--- src/rtl/dual_issue_pkg.sv ---
package dual_issue_pkg;

  localparam int CLS_W     = 4;
  localparam int NUM_ITER  = 3;
  localparam int NUM_PORTS = 8;

  localparam int ITER_MD = 0;
  localparam int ITER_FD = 1;
  localparam int ITER_FM = 2;

  localparam int P_MEM  = 0;
  localparam int P_IADD = 1;
  localparam int P_BR   = 2;
  localparam int P_MD   = 3;
  localparam int P_FADD = 4;
  localparam int P_FMUL = 5;
  localparam int P_FDIV = 6;
  localparam int P_SOLO = 7;

  typedef enum logic [CLS_W-1:0] {
    CLS_ALU    = 4'd0,
    CLS_LOAD   = 4'd1,
    CLS_STORE  = 4'd2,
    CLS_XFER   = 4'd3,
    CLS_IMUL   = 4'd4,
    CLS_IDIV   = 4'd5,
    CLS_HILO   = 4'd6,
    CLS_BRANCH = 4'd7,
    CLS_FQUICK = 4'd8,
    CLS_FADD   = 4'd9,
    CLS_FCVT   = 4'd10,
    CLS_FMUL   = 4'd11,
    CLS_FDIV   = 4'd12,
    CLS_FRSQRT = 4'd13,
    CLS_SERIAL = 4'd14,
    CLS_RSVD   = 4'd15
  } instClass_e;

  // Strobes from control to the busy-counter datapath, one bit per unit.
  typedef struct packed {
    logic [NUM_ITER-1:0] load;
    logic [NUM_ITER-1:0] kind;
    logic [NUM_ITER-1:0] wide;
  } iterStrobe_t;

  function automatic logic isSerial(input logic [CLS_W-1:0] c);
    return (instClass_e'(c) == CLS_SERIAL) || (instClass_e'(c) == CLS_RSVD);
  endfunction

  function automatic logic memOk(input logic [CLS_W-1:0] c);
    case (instClass_e'(c))
      CLS_ALU, CLS_LOAD, CLS_STORE, CLS_XFER: return 1'b1;
      default:                                return 1'b0;
    endcase
  endfunction

  function automatic logic fOk(input logic [CLS_W-1:0] c);
    case (instClass_e'(c))
      CLS_LOAD, CLS_STORE, CLS_SERIAL, CLS_RSVD: return 1'b0;
      default:                                   return 1'b1;
    endcase
  endfunction

  function automatic logic [NUM_PORTS-1:0] fPortVec(input logic [CLS_W-1:0] c);
    logic [NUM_PORTS-1:0] v;
    v = '0;
    case (instClass_e'(c))
      CLS_ALU, CLS_XFER:              v[P_IADD] = 1'b1;
      CLS_BRANCH:                     v[P_BR]   = 1'b1;
      CLS_IMUL, CLS_IDIV, CLS_HILO:   v[P_MD]   = 1'b1;
      CLS_FQUICK, CLS_FADD, CLS_FCVT: v[P_FADD] = 1'b1;
      CLS_FMUL:                       v[P_FMUL] = 1'b1;
      CLS_FDIV, CLS_FRSQRT:           v[P_FDIV] = 1'b1;
      default:                        v         = '0;
    endcase
    return v;
  endfunction

  // Iterative unit an instruction waits on.
  function automatic logic [NUM_ITER-1:0] unitMask(input logic [CLS_W-1:0] c);
    logic [NUM_ITER-1:0] m;
    m = '0;
    case (instClass_e'(c))
      CLS_IMUL, CLS_IDIV, CLS_HILO: m[ITER_MD] = 1'b1;
      CLS_FDIV, CLS_FRSQRT:         m[ITER_FD] = 1'b1;
      CLS_FMUL:                     m[ITER_FM] = 1'b1;
      default:                      m          = '0;
    endcase
    return m;
  endfunction

  // Iterative unit an instruction occupies once issued.
  function automatic logic [NUM_ITER-1:0] loadMask(input logic [CLS_W-1:0] c);
    return (instClass_e'(c) == CLS_HILO) ? '0 : unitMask(c);
  endfunction

  function automatic logic longKind(input logic [CLS_W-1:0] c);
    return (instClass_e'(c) == CLS_IDIV) || (instClass_e'(c) == CLS_FRSQRT);
  endfunction

endpackage

--- src/rtl/issue_ctrl.sv ---
module issue_ctrl
  import dual_issue_pkg::*;
(
  input  logic                 valid0,
  input  logic [CLS_W-1:0]     cls0,
  input  logic                 wide0,
  input  logic                 valid1,
  input  logic [CLS_W-1:0]     cls1,
  input  logic                 wide1,
  input  logic [NUM_ITER-1:0]  unitBusy,
  output logic                 grant0,
  output logic                 grant1,
  output logic [NUM_PORTS-1:0] port0,
  output logic [NUM_PORTS-1:0] port1,
  output logic                 stall,
  output iterStrobe_t          strobe
);

  logic [1:0]       vld;
  logic [1:0]       wd;
  logic [1:0]       blk;
  logic [1:0]       grant;
  logic [CLS_W-1:0] cls [2];
  logic             crossA;
  logic             crossB;

  assign vld    = {valid1, valid0};
  assign wd     = {wide1, wide0};
  assign cls[0] = cls0;
  assign cls[1] = cls1;

  for (genvar s = 0; s < 2; s++) begin : g_slot
    assign blk[s] = |(unitMask(cls[s]) & unitBusy);
  end

  always_comb begin
    crossA   = memOk(cls0) & fOk(cls1);
    crossB   = fOk(cls0) & memOk(cls1);
    grant[0] = vld[0] & ~blk[0];
    grant[1] = grant[0] & vld[1] & ~blk[1]
             & ~isSerial(cls0) & ~isSerial(cls1)
             & (instClass_e'(cls0) != CLS_BRANCH)
             & (crossA | crossB);
  end

  always_comb begin
    port0 = '0;
    port1 = '0;
    if (grant[1]) begin
      if (crossA) begin
        port0[P_MEM] = 1'b1;
        port1        = fPortVec(cls1);
      end else begin
        port0        = fPortVec(cls0);
        port1[P_MEM] = 1'b1;
      end
    end else if (grant[0]) begin
      if (isSerial(cls0))   port0[P_SOLO] = 1'b1;
      else if (memOk(cls0)) port0[P_MEM]  = 1'b1;
      else                  port0         = fPortVec(cls0);
    end
  end

  always_comb begin
    strobe = '0;
    for (int s = 0; s < 2; s++) begin
      if (grant[s]) begin
        strobe.load = strobe.load | loadMask(cls[s]);
        if (longKind(cls[s])) strobe.kind = strobe.kind | loadMask(cls[s]);
        if (wd[s])            strobe.wide = strobe.wide | loadMask(cls[s]);
      end
    end
  end

  assign grant0 = grant[0];
  assign grant1 = grant[1];
  assign stall  = (vld[0] & ~grant[0]) | (vld[1] & ~grant[1]);

endmodule

--- src/rtl/iter_busy.sv ---
module iter_busy
  import dual_issue_pkg::*;
#(
  parameter int LAT_MUL32  = 3,
  parameter int LAT_MUL64  = 8,
  parameter int LAT_DIV32  = 36,
  parameter int LAT_DIV64  = 68,
  parameter int LAT_FDIV_S = 21,
  parameter int LAT_FDIV_D = 36,
  parameter int LAT_FRSQ_S = 38,
  parameter int LAT_FRSQ_D = 68,
  parameter int LAT_FMUL_S = 1,
  parameter int LAT_FMUL_D = 2
) (
  input  logic                clk,
  input  logic                rstN,
  input  iterStrobe_t         strobe,
  output logic [NUM_ITER-1:0] unitBusy
);

  function automatic int maxOf(input int a, input int b);
    return (a > b) ? a : b;
  endfunction

  localparam int MAX_MD  = maxOf(maxOf(LAT_MUL32, LAT_MUL64), maxOf(LAT_DIV32, LAT_DIV64));
  localparam int MAX_FD  = maxOf(maxOf(LAT_FDIV_S, LAT_FDIV_D), maxOf(LAT_FRSQ_S, LAT_FRSQ_D));
  localparam int MAX_FM  = maxOf(LAT_FMUL_S, LAT_FMUL_D);
  localparam int MAX_LAT = maxOf(maxOf(MAX_MD, MAX_FD), MAX_FM);
  localparam int CNT_W   = $clog2(MAX_LAT + 1);

  for (genvar u = 0; u < NUM_ITER; u++) begin : g_unit
    // Latency for {kind, wide}: kind selects divide / reciprocal sqrt.
    localparam int L_SHORT_N = (u == ITER_MD) ? LAT_MUL32 : (u == ITER_FD) ? LAT_FDIV_S : LAT_FMUL_S;
    localparam int L_SHORT_W = (u == ITER_MD) ? LAT_MUL64 : (u == ITER_FD) ? LAT_FDIV_D : LAT_FMUL_D;
    localparam int L_LONG_N  = (u == ITER_MD) ? LAT_DIV32 : (u == ITER_FD) ? LAT_FRSQ_S : LAT_FMUL_S;
    localparam int L_LONG_W  = (u == ITER_MD) ? LAT_DIV64 : (u == ITER_FD) ? LAT_FRSQ_D : LAT_FMUL_D;

    logic [CNT_W-1:0] cnt;
    logic [CNT_W-1:0] loadVal;

    always_comb begin
      case ({strobe.kind[u], strobe.wide[u]})
        2'b00:   loadVal = CNT_W'(L_SHORT_N);
        2'b01:   loadVal = CNT_W'(L_SHORT_W);
        2'b10:   loadVal = CNT_W'(L_LONG_N);
        default: loadVal = CNT_W'(L_LONG_W);
      endcase
    end

    always_ff @(posedge clk or negedge rstN) begin
      if (!rstN)                cnt <= '0;
      else if (strobe.load[u])  cnt <= loadVal;
      else if (cnt != '0)       cnt <= cnt - CNT_W'(1);
    end

    assign unitBusy[u] = (cnt != '0);
  end

endmodule

--- src/rtl/dual_issue_ctrl.sv ---
module dual_issue_ctrl
  import dual_issue_pkg::*;
#(
  parameter int LAT_MUL32  = 3,
  parameter int LAT_MUL64  = 8,
  parameter int LAT_DIV32  = 36,
  parameter int LAT_DIV64  = 68,
  parameter int LAT_FDIV_S = 21,
  parameter int LAT_FDIV_D = 36,
  parameter int LAT_FRSQ_S = 38,
  parameter int LAT_FRSQ_D = 68,
  parameter int LAT_FMUL_S = 1,
  parameter int LAT_FMUL_D = 2
) (
  input  logic                 clk,
  input  logic                 rstN,
  input  logic                 valid0,
  input  logic [CLS_W-1:0]     class0,
  input  logic                 wide0,
  input  logic                 valid1,
  input  logic [CLS_W-1:0]     class1,
  input  logic                 wide1,
  output logic                 grant0,
  output logic                 grant1,
  output logic [NUM_PORTS-1:0] port0,
  output logic [NUM_PORTS-1:0] port1,
  output logic                 stall,
  output logic [NUM_ITER-1:0]  unitBusy
);

  iterStrobe_t strobe;

  issue_ctrl u_ctrl (
    .valid0   (valid0),
    .cls0     (class0),
    .wide0    (wide0),
    .valid1   (valid1),
    .cls1     (class1),
    .wide1    (wide1),
    .unitBusy (unitBusy),
    .grant0   (grant0),
    .grant1   (grant1),
    .port0    (port0),
    .port1    (port1),
    .stall    (stall),
    .strobe   (strobe)
  );

  iter_busy #(
    .LAT_MUL32  (LAT_MUL32),
    .LAT_MUL64  (LAT_MUL64),
    .LAT_DIV32  (LAT_DIV32),
    .LAT_DIV64  (LAT_DIV64),
    .LAT_FDIV_S (LAT_FDIV_S),
    .LAT_FDIV_D (LAT_FDIV_D),
    .LAT_FRSQ_S (LAT_FRSQ_S),
    .LAT_FRSQ_D (LAT_FRSQ_D),
    .LAT_FMUL_S (LAT_FMUL_S),
    .LAT_FMUL_D (LAT_FMUL_D)
  ) u_busy (
    .clk      (clk),
    .rstN     (rstN),
    .strobe   (strobe),
    .unitBusy (unitBusy)
  );

endmodule

--- config.mk ---
export PLATFORM = sky130hd
export DESIGN_NAME = dual_issue_ctrl
export DESIGN_NICKNAME = d
export VERILOG_FILES = /design/src/rtl/dual_issue_pkg.sv /design/src/rtl/issue_ctrl.sv /design/src/rtl/iter_busy.sv /design/src/rtl/dual_issue_ctrl.sv
export SDC_FILE = /design/constraint.sdc
export NUM_CORES = 1
export LEC_CHECK = 0
export ABC_AREA = 1
export BUFFER_PORTS_ARGS = -buffer_cell sky130_fd_sc_hd__buf_2
export CORE_AREA = 2 2 77 79
export DETAILED_ROUTE_END_ITERATION = 10
export DIE_AREA = 0 0 79 81
export MAX_ROUTING_LAYER = met4
export PLACE_DENSITY = 0.53
export SLEW_MARGIN = 20
export SYNTH_ARGS = -nofsm -noshare
export SYNTH_HDL_FRONTEND = slang
export SYNTH_SLANG_ARGS = --single-unit
--- constraint.sdc ---
create_clock -name clk -period 3.2 [get_ports clk]
set_input_delay 0.16 -clock clk [delete_from_list [all_inputs] [get_ports clk]]
set_output_delay 0.16 -clock clk [all_outputs]
set_load 0.05 [all_outputs]
# Word level (Yosys, flattened, before mapping)
# Index checks and enable logic that the tools add are counted.
[totals] inputBits=14 ff_bits=21 out_inout_bits=22 memories=0 latchBits=0 mem_bits_ro=0 wordCells=160 ram_bits=0
[op_classes] div_mod_pow=0 mul=0 n_addsub=3 n_mux=64 eq_ne=36 shift=0 n_reduce_logical=30 magnitude_cmp=0 bitwise=24
[op_table] op="equality test 4 bit, second input constant" n=16
[op_table] op="2-to-1 mux 7 bit" n=7
[op_table] op="case mux 7 bit (3 select lines)" n=2
[op_table] op="2-to-1 mux 1 bit" n=38
[op_table] op="equality test 4 x 3 -> 1 bit, second input constant" n=8
[op_table] op="2-to-1 mux 3 bit" n=8
[op_table] op="2-to-1 mux 8 bit" n=3
[op_table] op="nonzero test 7 bit" n=3
[op_table] op="subtractor 7 x 1 -> 7 bit, second input constant" n=3
[op_table] op="2-to-1 mux 6 bit" n=3
[op_table] op="2-to-1 mux 9 bit" n=2
[op_table] op="OR reduction 3 bit" n=6
[op_table] op="equality test 4 x 2 -> 1 bit, second input constant" n=4
[op_table] op="OR reduction 4 bit" n=4
[op_table] op="bitwise AND 1 bit" n=11
[op_table] op="OR reduction 2 bit" n=5
[op_table] op="bitwise OR 3 bit" n=3
[op_table] op="equality test 4 x 1 -> 1 bit, second input constant" n=2
[op_table] op="logical NOT 4 bit" n=2
[op_table] op="bitwise AND 3 bit" n=2
[op_table] op="equality test 2 bit, second input constant" n=3
[op_table] op="logical NOT 2 bit" n=3
[op_table] op="inverter 1 bit" n=6
[op_table] op="nonzero test 2 bit" n=3
[op_table] op="other kinds (5)" n=10

# Logic depth before layout (Yosys ltp)
[logic_depth] ltp_word=22 depth_mapped=16 mapped_depth_nobuf=16

# By module
# A second synthesis with hierarchy kept.
[unflattened] hier_cells=298 hier_area_um2=1969.4
[modules_own_cells] module="iter_busy" seq_area_each_um2=525.5 area_each_um2=1261.2 cells_each=160 n_inst=1
[modules_own_cells] module="issue_ctrl" seq_area_each_um2=0.0 area_each_um2=708.2 cells_each=138 n_inst=1

# Worst setup path before layout
# Ideal clock, no wire load.
[synth_timing] path_type="flip-flop to output port" start="reg u_busy.g_unit[0].cnt[0]" end="out port1[1]" required_time_ns=3.040 t_arrival_ns=3.437 setup_slack_ns=-0.397 path_buffers=0 path_stages_with_launch=11 cell_sequence="dfrtp_1 -> inv_1 -> ha_1 -> inv_1 -> nor2_1 -> nand3_2 -> nand2_2 -> nand3_4 -> nor2_8 -> nand3_4 -> nor4b_1"
[synth_via] elab_chain_cells=12 elab_cells_between_ends=15 classes_between="mux: 1; bitwise: 11; reduce/logical: 3"
[synth_rtl] item="from (decl)" line="iter_busy.sv:38" source="logic [CNT_W-1:0] cnt;"
[synth_rtl] item="from (signal assigned)" line="iter_busy.sv:52" source="else if (strobe.load[u]) cnt <= loadVal;"
[synth_rtl] item="from (signal assigned)" line="iter_busy.sv:53" source="else if (cnt != '0) cnt <= cnt - CNT_W'(1);"
[synth_rtl] item="nonzero test 7 bit" line="iter_busy.sv:56" source="assign unitBusy[u] = (cnt != '0);"
[synth_rtl] item="via unitBusy[0]" line="dual_issue_ctrl.sv:28" source="output logic [NUM_ITER-1:0] unitBusy"
[synth_rtl] item="bitwise AND 3 bit" line="issue_ctrl.sv:33" source="assign blk[s] = |(unitMask(cls[s]) & unitBusy);"
[synth_rtl] item="OR reduction 3 bit" line="issue_ctrl.sv:33"
[synth_rtl] item="inverter 1 bit" line="issue_ctrl.sv:39" source="grant[0] = vld[0] & ~blk[0];"
[synth_rtl] item="bitwise AND 1 bit" line="issue_ctrl.sv:39"
[synth_rtl] item="via grant0" line="dual_issue_ctrl.sv:23" source="output logic grant0,"
[synth_rtl] item="bitwise AND 1 bit (2 in a row)" line="issue_ctrl.sv:40" source="grant[1] = grant[0] & vld[1] & ~blk[1]"
[synth_rtl] item="bitwise AND 1 bit (2 in a row)" line="issue_ctrl.sv:41" source="& ~isSerial(cls0) & ~isSerial(cls1)"
[synth_rtl] item="bitwise AND 1 bit" line="issue_ctrl.sv:42" source="& (instClass_e'(cls0) != CLS_BRANCH)"
[synth_rtl] item="bitwise AND 1 bit" line="issue_ctrl.sv:43" source="& (crossA | crossB);"
[synth_rtl] item="2-to-1 mux 8 bit" line="issue_ctrl.sv:49" source="if (grant[1]) begin"
[synth_rtl] item="to (decl)" line="dual_issue_ctrl.sv:26" source="output logic [NUM_PORTS-1:0] port1,"
# The timed path passes the listed nets, and every way through them passes these cells.

# Worst setup path in the final report
[layout_timing] start="reg u_busy.g_unit[1].cnt[0]" end="reg u_busy.g_unit[1].cnt[0]"
[layout_via] elab_chain_cells=15 elab_cells_between_ends=29 classes_between="add/sub: 1; eq/ne: 2; mux: 7; bitwise: 14; reduce/logical: 5"
[layout_rtl] item="from (decl)" line="iter_busy.sv:38"
[layout_rtl] item="from (signal assigned)" line="iter_busy.sv:52"
[layout_rtl] item="from (signal assigned)" line="iter_busy.sv:53"
[layout_rtl] item="nonzero test 7 bit" line="iter_busy.sv:53, iter_busy.sv:56"
[layout_rtl] item="bitwise AND 3 bit" line="issue_ctrl.sv:33"
[layout_rtl] item="OR reduction 3 bit" line="issue_ctrl.sv:33"
[layout_rtl] item="inverter 1 bit" line="issue_ctrl.sv:39"
[layout_rtl] item="bitwise AND 1 bit" line="issue_ctrl.sv:39"
[layout_rtl] item="bitwise AND 1 bit (2 in a row)" line="issue_ctrl.sv:40"
[layout_rtl] item="bitwise AND 1 bit (2 in a row)" line="issue_ctrl.sv:41"
[layout_rtl] item="bitwise AND 1 bit" line="issue_ctrl.sv:42"
[layout_rtl] item="bitwise AND 1 bit" line="issue_ctrl.sv:43"
[layout_rtl] item="2-to-1 mux 9 bit" line="issue_ctrl.sv:67" source="if (grant[s]) begin"
[layout_rtl] item="equality test 2 bit (tied with other cells)" line="iter_busy.sv:42" source="case ({strobe.kind[u], strobe.wide[u]})"
[layout_rtl] item="case mux 7 bit (3 select lines)" line="iter_busy.sv:42"
[layout_rtl] item="2-to-1 mux 7 bit" line="iter_busy.sv:52"
# Parallel ways exist; a longest one is shown, timed or not. The select of a mux whose other input is x is not followed.
# A chain may end at the register's enable or synchronous reset.

==> PnR_summary.wiki <==
{| class="wikitable"
! Metric !! Value
|-
| Number of nets with antenna violations after routing || 0
|-
| CP Launch Type || flip-flop
|-
| Reg with most FFs || u_busy.g_unit.cnt
|-
| Global-route wire length before repair || 7720 um
|-
| Registers with the highest flip-flop counts || u_busy.g_unit.cnt x21
|-
| Area leader, netlist || dfrtp_1
|-
| Pin count of the biggest net entering global routing || 22
|-
| DR WL/cell || 11.5 um
|-
| Multiplexer fraction of the synthesized cell area || 0
|-
| # placed instances || 375
|-
| Via total after detailed routing || 1760
|-
| Die outline area || 6400 um^2
|-
| Final hold violations || 0
|-
| Capturing element type of the critical path || flip-flop
|-
| Number of synthesis warnings || 0
|-
| Max_slew headroom || 0.657
|-
| Smallest setup slack after layout || 672 ps
|-
| Placeable Area || 5680 um^2
|-
| Combined area of all synthesized cells || 1900 um^2
|-
| Number of optimization iterations in the first detailed-route pass || 4
|-
| Final core occ || 0.391
|-
| Non-filler instance count after layout || 380
|-
| Final critical-path share of the clock period || 0.790
|-
| Number of standard cells after synthesis || 267
|-
| Fin. max-slew vios || 0
|-
| Clock tree from TritonCTS || yes
|-
| Max-cap violation count || 0
|-
| Antenna Cells || 0
|-
| Result of the run || finished, final reports clean
|-
| Buffers from clock root to sink, at most || 2
|-
| Setup repair after global routing missed its margin || no
|-
| Largest cells by area after synthesis || dfrtp_1, nand2_1, inv_1
|-
| Final worst path period need || 2530 ps
|-
| Net Sw Frac || 0.451
|-
| Final net count || 329
|-
| Pwr Density || 634 nW/um^2
|-
| Beginning of the worst register-to-register path || u_busy.g_unit[1].cnt[0]
|-
| Chip width || 79 um
|-
| Async SR Flop Fraction || 1.00
|-
| Compound-gate portion of the synthesized area || 0.0815
|-
| Vertical die dimension || 81 um
|-
| Number of synthesized register bits || 21
|-
| Initial core utilization || 0.335
|-
| Placed wire-length estimate after detailed placement || 3620 um
|-
| Ranking of synthesized cells by instance count || nand2_1, inv_1, nor2_1, dfrtp_1, nand3_1
|-
| Number of enable-type register cells in the synthesized netlist || 0
|-
| I/O pin count || 36
|-
| Critical path arrival || 2680 ps
|-
| Setup crit start || u_busy.g_unit[1].cnt[0]
|-
| Internal power summed over all cells || 0.773 mW
|-
| Area fraction in and, or, nand and nor cells after synthesis || 0.435
|-
| Vias in the first global route || 1657
|-
| Num rows || 28
|-
| Data required time at the worst endpoint || 3350 ps
|-
| Area taken by multi-input logic gates || 1190 um^2
|-
| Synth Area per Inst || 7.13 um^2
|-
| Clock latency on the worst-skew pair || 260 ps
|-
| Share of power burned in combinational logic || 0.490
|-
| Number of DRC markers after the initial detailed-route iteration || 93
|-
| Layout cell share with drive strength beyond 1 || 0.279
|-
| Area growth syn-to-layout || 16.7%
|-
| Synthesized-area fraction occupied by adder cells || 0.0592
|-
| Number of flip-flops under the largest register name || 21
|-
| Maximum operating frequency || 396 MHz
|-
| Worst-case register-to-register setup slack || 670 ps
|-
| Setup clock skew after layout || 2.00 ps
|-
| Clock transition time at the flip-flop clock pins of the worst setup and hold paths || 80 ps
|-
| Count of unique library cells instantiated by Yosys || 35
|-
| Number of port buffers || 34
|-
| Post-detailed-route DRC marker count || 0
|-
| Worst setup timing slack at the placement stage || 678 ps
|-
| Num CTS Buffers || 3
|-
| Worst min path class || in2reg
|-
| Maximum resistive drop on vdd || 0.312 mV
|-
| Capture point of the worst reg-to-reg path || u_busy.g_unit[1].cnt[0]
|-
| Final RePlAce weighted congestion || 0.940
|-
| Gr ovfl total || 0
|-
| Top cell type's share of synthesized area || 0.276
|-
| Parity-gate share of the synthesized area counting xor and xnor cells || 0.0460
|-
| Setup-violating endpoint count in the final report || 0
|-
| Overall routing resource usage || 0.156
|-
| Number of H-tree levels || 1
|-
| Count leader, synth || nand2_1
|-
| Switching power summed over all nets || 0.635 mW
|-
| Measured slew at the worst slew-check pin || 514 ps
|-
| Total length of routed wires || 4370 um
|-
| Sequential cell area fraction in the yosys report || 0.276
|-
| Dominant combinational cell family by area after synthesis || simple AND/OR/NAND/NOR gates
|-
| Total negative setup slack || 0 ps
|-
| Most used flip-flop cell after synthesis || dfrtp_1
|-
| Via density per instance || 4.63
|-
| Number of fill cells || 636
|-
| Cell depth of the worst flop-to-flop path || 16
|-
| Type of the worst setup path || reg2reg
|-
| Seq pwr share || 0.385
|-
| Timing endpoint of the critical path || u_busy.g_unit[1].cnt[0]
|-
| Static Leak || 1.17 nW
|-
| Clock share of power || 0.125
|-
| Largest driver fanout on the critical path || 10
|-
| Clock sink count || 21
|-
| Post-CTS setup buffer count || 0
|-
| Cell chosen for the clock root || clkbuf_8
|-
| Post-synth net total || 290
|-
| Area taken by flip-flops and latches || 526 um^2
|-
| Antenna violations before repair || 0
|}
[timing repair]
action | in CTS | in global routing
endpoints found under the hold margin | 21 | 0
hold buffers | 1 | 0
resized for setup | 0 | 0
[stage by stage]
step	area (um^2)	hold slack (ps)	power, mW
final	2220	321	1.41
after global routing	2220	337	1.57
after CTS	2220	315	1.43
after detailed placement	2170	169	1.24
after global placement	2170	166	1.23
after floorplan	1910	-136	1.10
[worst max-delay path: stages, from the launching register on]
cell     delay, ps
dfrtp_1        380
inv_1          130
ha_1           160
inv_1           60
nor2_4          90
nand3_4        140
nand2_1        160
nand2_1         80
nor2_2         120
nand2_2        120
nor2_4         220
nand2_4        100
o22ai_1        240
inv_1           80
ha_1           180
nand2_1        100
o21ai_0         80
[kinds of logic after synthesis]
logic type | Yosys count
adder cells (fa/ha/maj) | 9
flip-flops | 21
XOR/XNOR | 10
AND/OR/NAND/NOR | 150
AO/OA/AOI/OAI | 26
other | 1
buffers and inverters | 50
[layer usage]
| metal | part of all wire | track usage | vias up |
|---|---|---|---|
| met1 | 0.52 | 0.215 | 793 |
| met5 | 0 | - | - |
| met2 | 0.44 | 0.242 | 36 |
| met3 | 0.030 | 0.0167 | 5 |
| li1 | - | - | 926 |
| met4 | 0.016 | 0.0517 | 0 |
[layout by cell type (no fill, tap or decap), types with 6 or more instances in the layout]
master | netlist | layout
a21oi_1 | 9 | 9
buf_2 | 0 | 34
dfrtp_1 | 21 | 21
ha_1 | 9 | 9
inv_1 | 44 | 44
nand2_1 | 48 | 48
nand2_2 | 11 | 11
nand3_1 | 15 | 15
nor2_1 | 30 | 30
nor2_2 | 10 | 10
nor3_1 | 6 | 6
o21ai_0 | 7 | 7
xor2_1 | 7 | 7
[power by group through the flow]
stage / logic (mW) / registers [mW] / clock network [mW]
floorplan: 0.575 / 0.522 / 0
global placement: 0.687 / 0.548 / 0
detailed placement: 0.693 / 0.548 / 0
CTS: 0.698 / 0.543 / 0.186
global route: 0.809 / 0.562 / 0.200
finish: 0.690 / 0.542 / 0.175
[cell type report]
class | count | share of cell area
well taps | 75 | 0.0423
inverters | 49 | 0.0828
flip-flops and latches | 21 | 0.237
multi-input cells | 196 | 0.537
repair buffers | 35 | 0.0811
clock buffers | 4 | 0.0203
[worst min path at each step]
stage | from | endpoint | slack, ps | cells past startpoint
4_1_cts | wide1 | u_busy.g_unit[2].cnt[0] | 310 | 4
5_1_grt | wide1 | u_busy.g_unit[2].cnt[0] | 340 | 4
3_3_place_gp | rstN | u_busy.g_unit[0].cnt[4] | 170 | 1
2_1_floorplan | rstN | u_busy.g_unit[0].cnt[0] | -140 | 0
6_report | wide1 | u_busy.g_unit[2].cnt[0] | 320 | 4
3_5_place_dp | rstN | u_busy.g_unit[0].cnt[4] | 170 | 1
No activity file was read; power rests on OpenSTA's default activity.
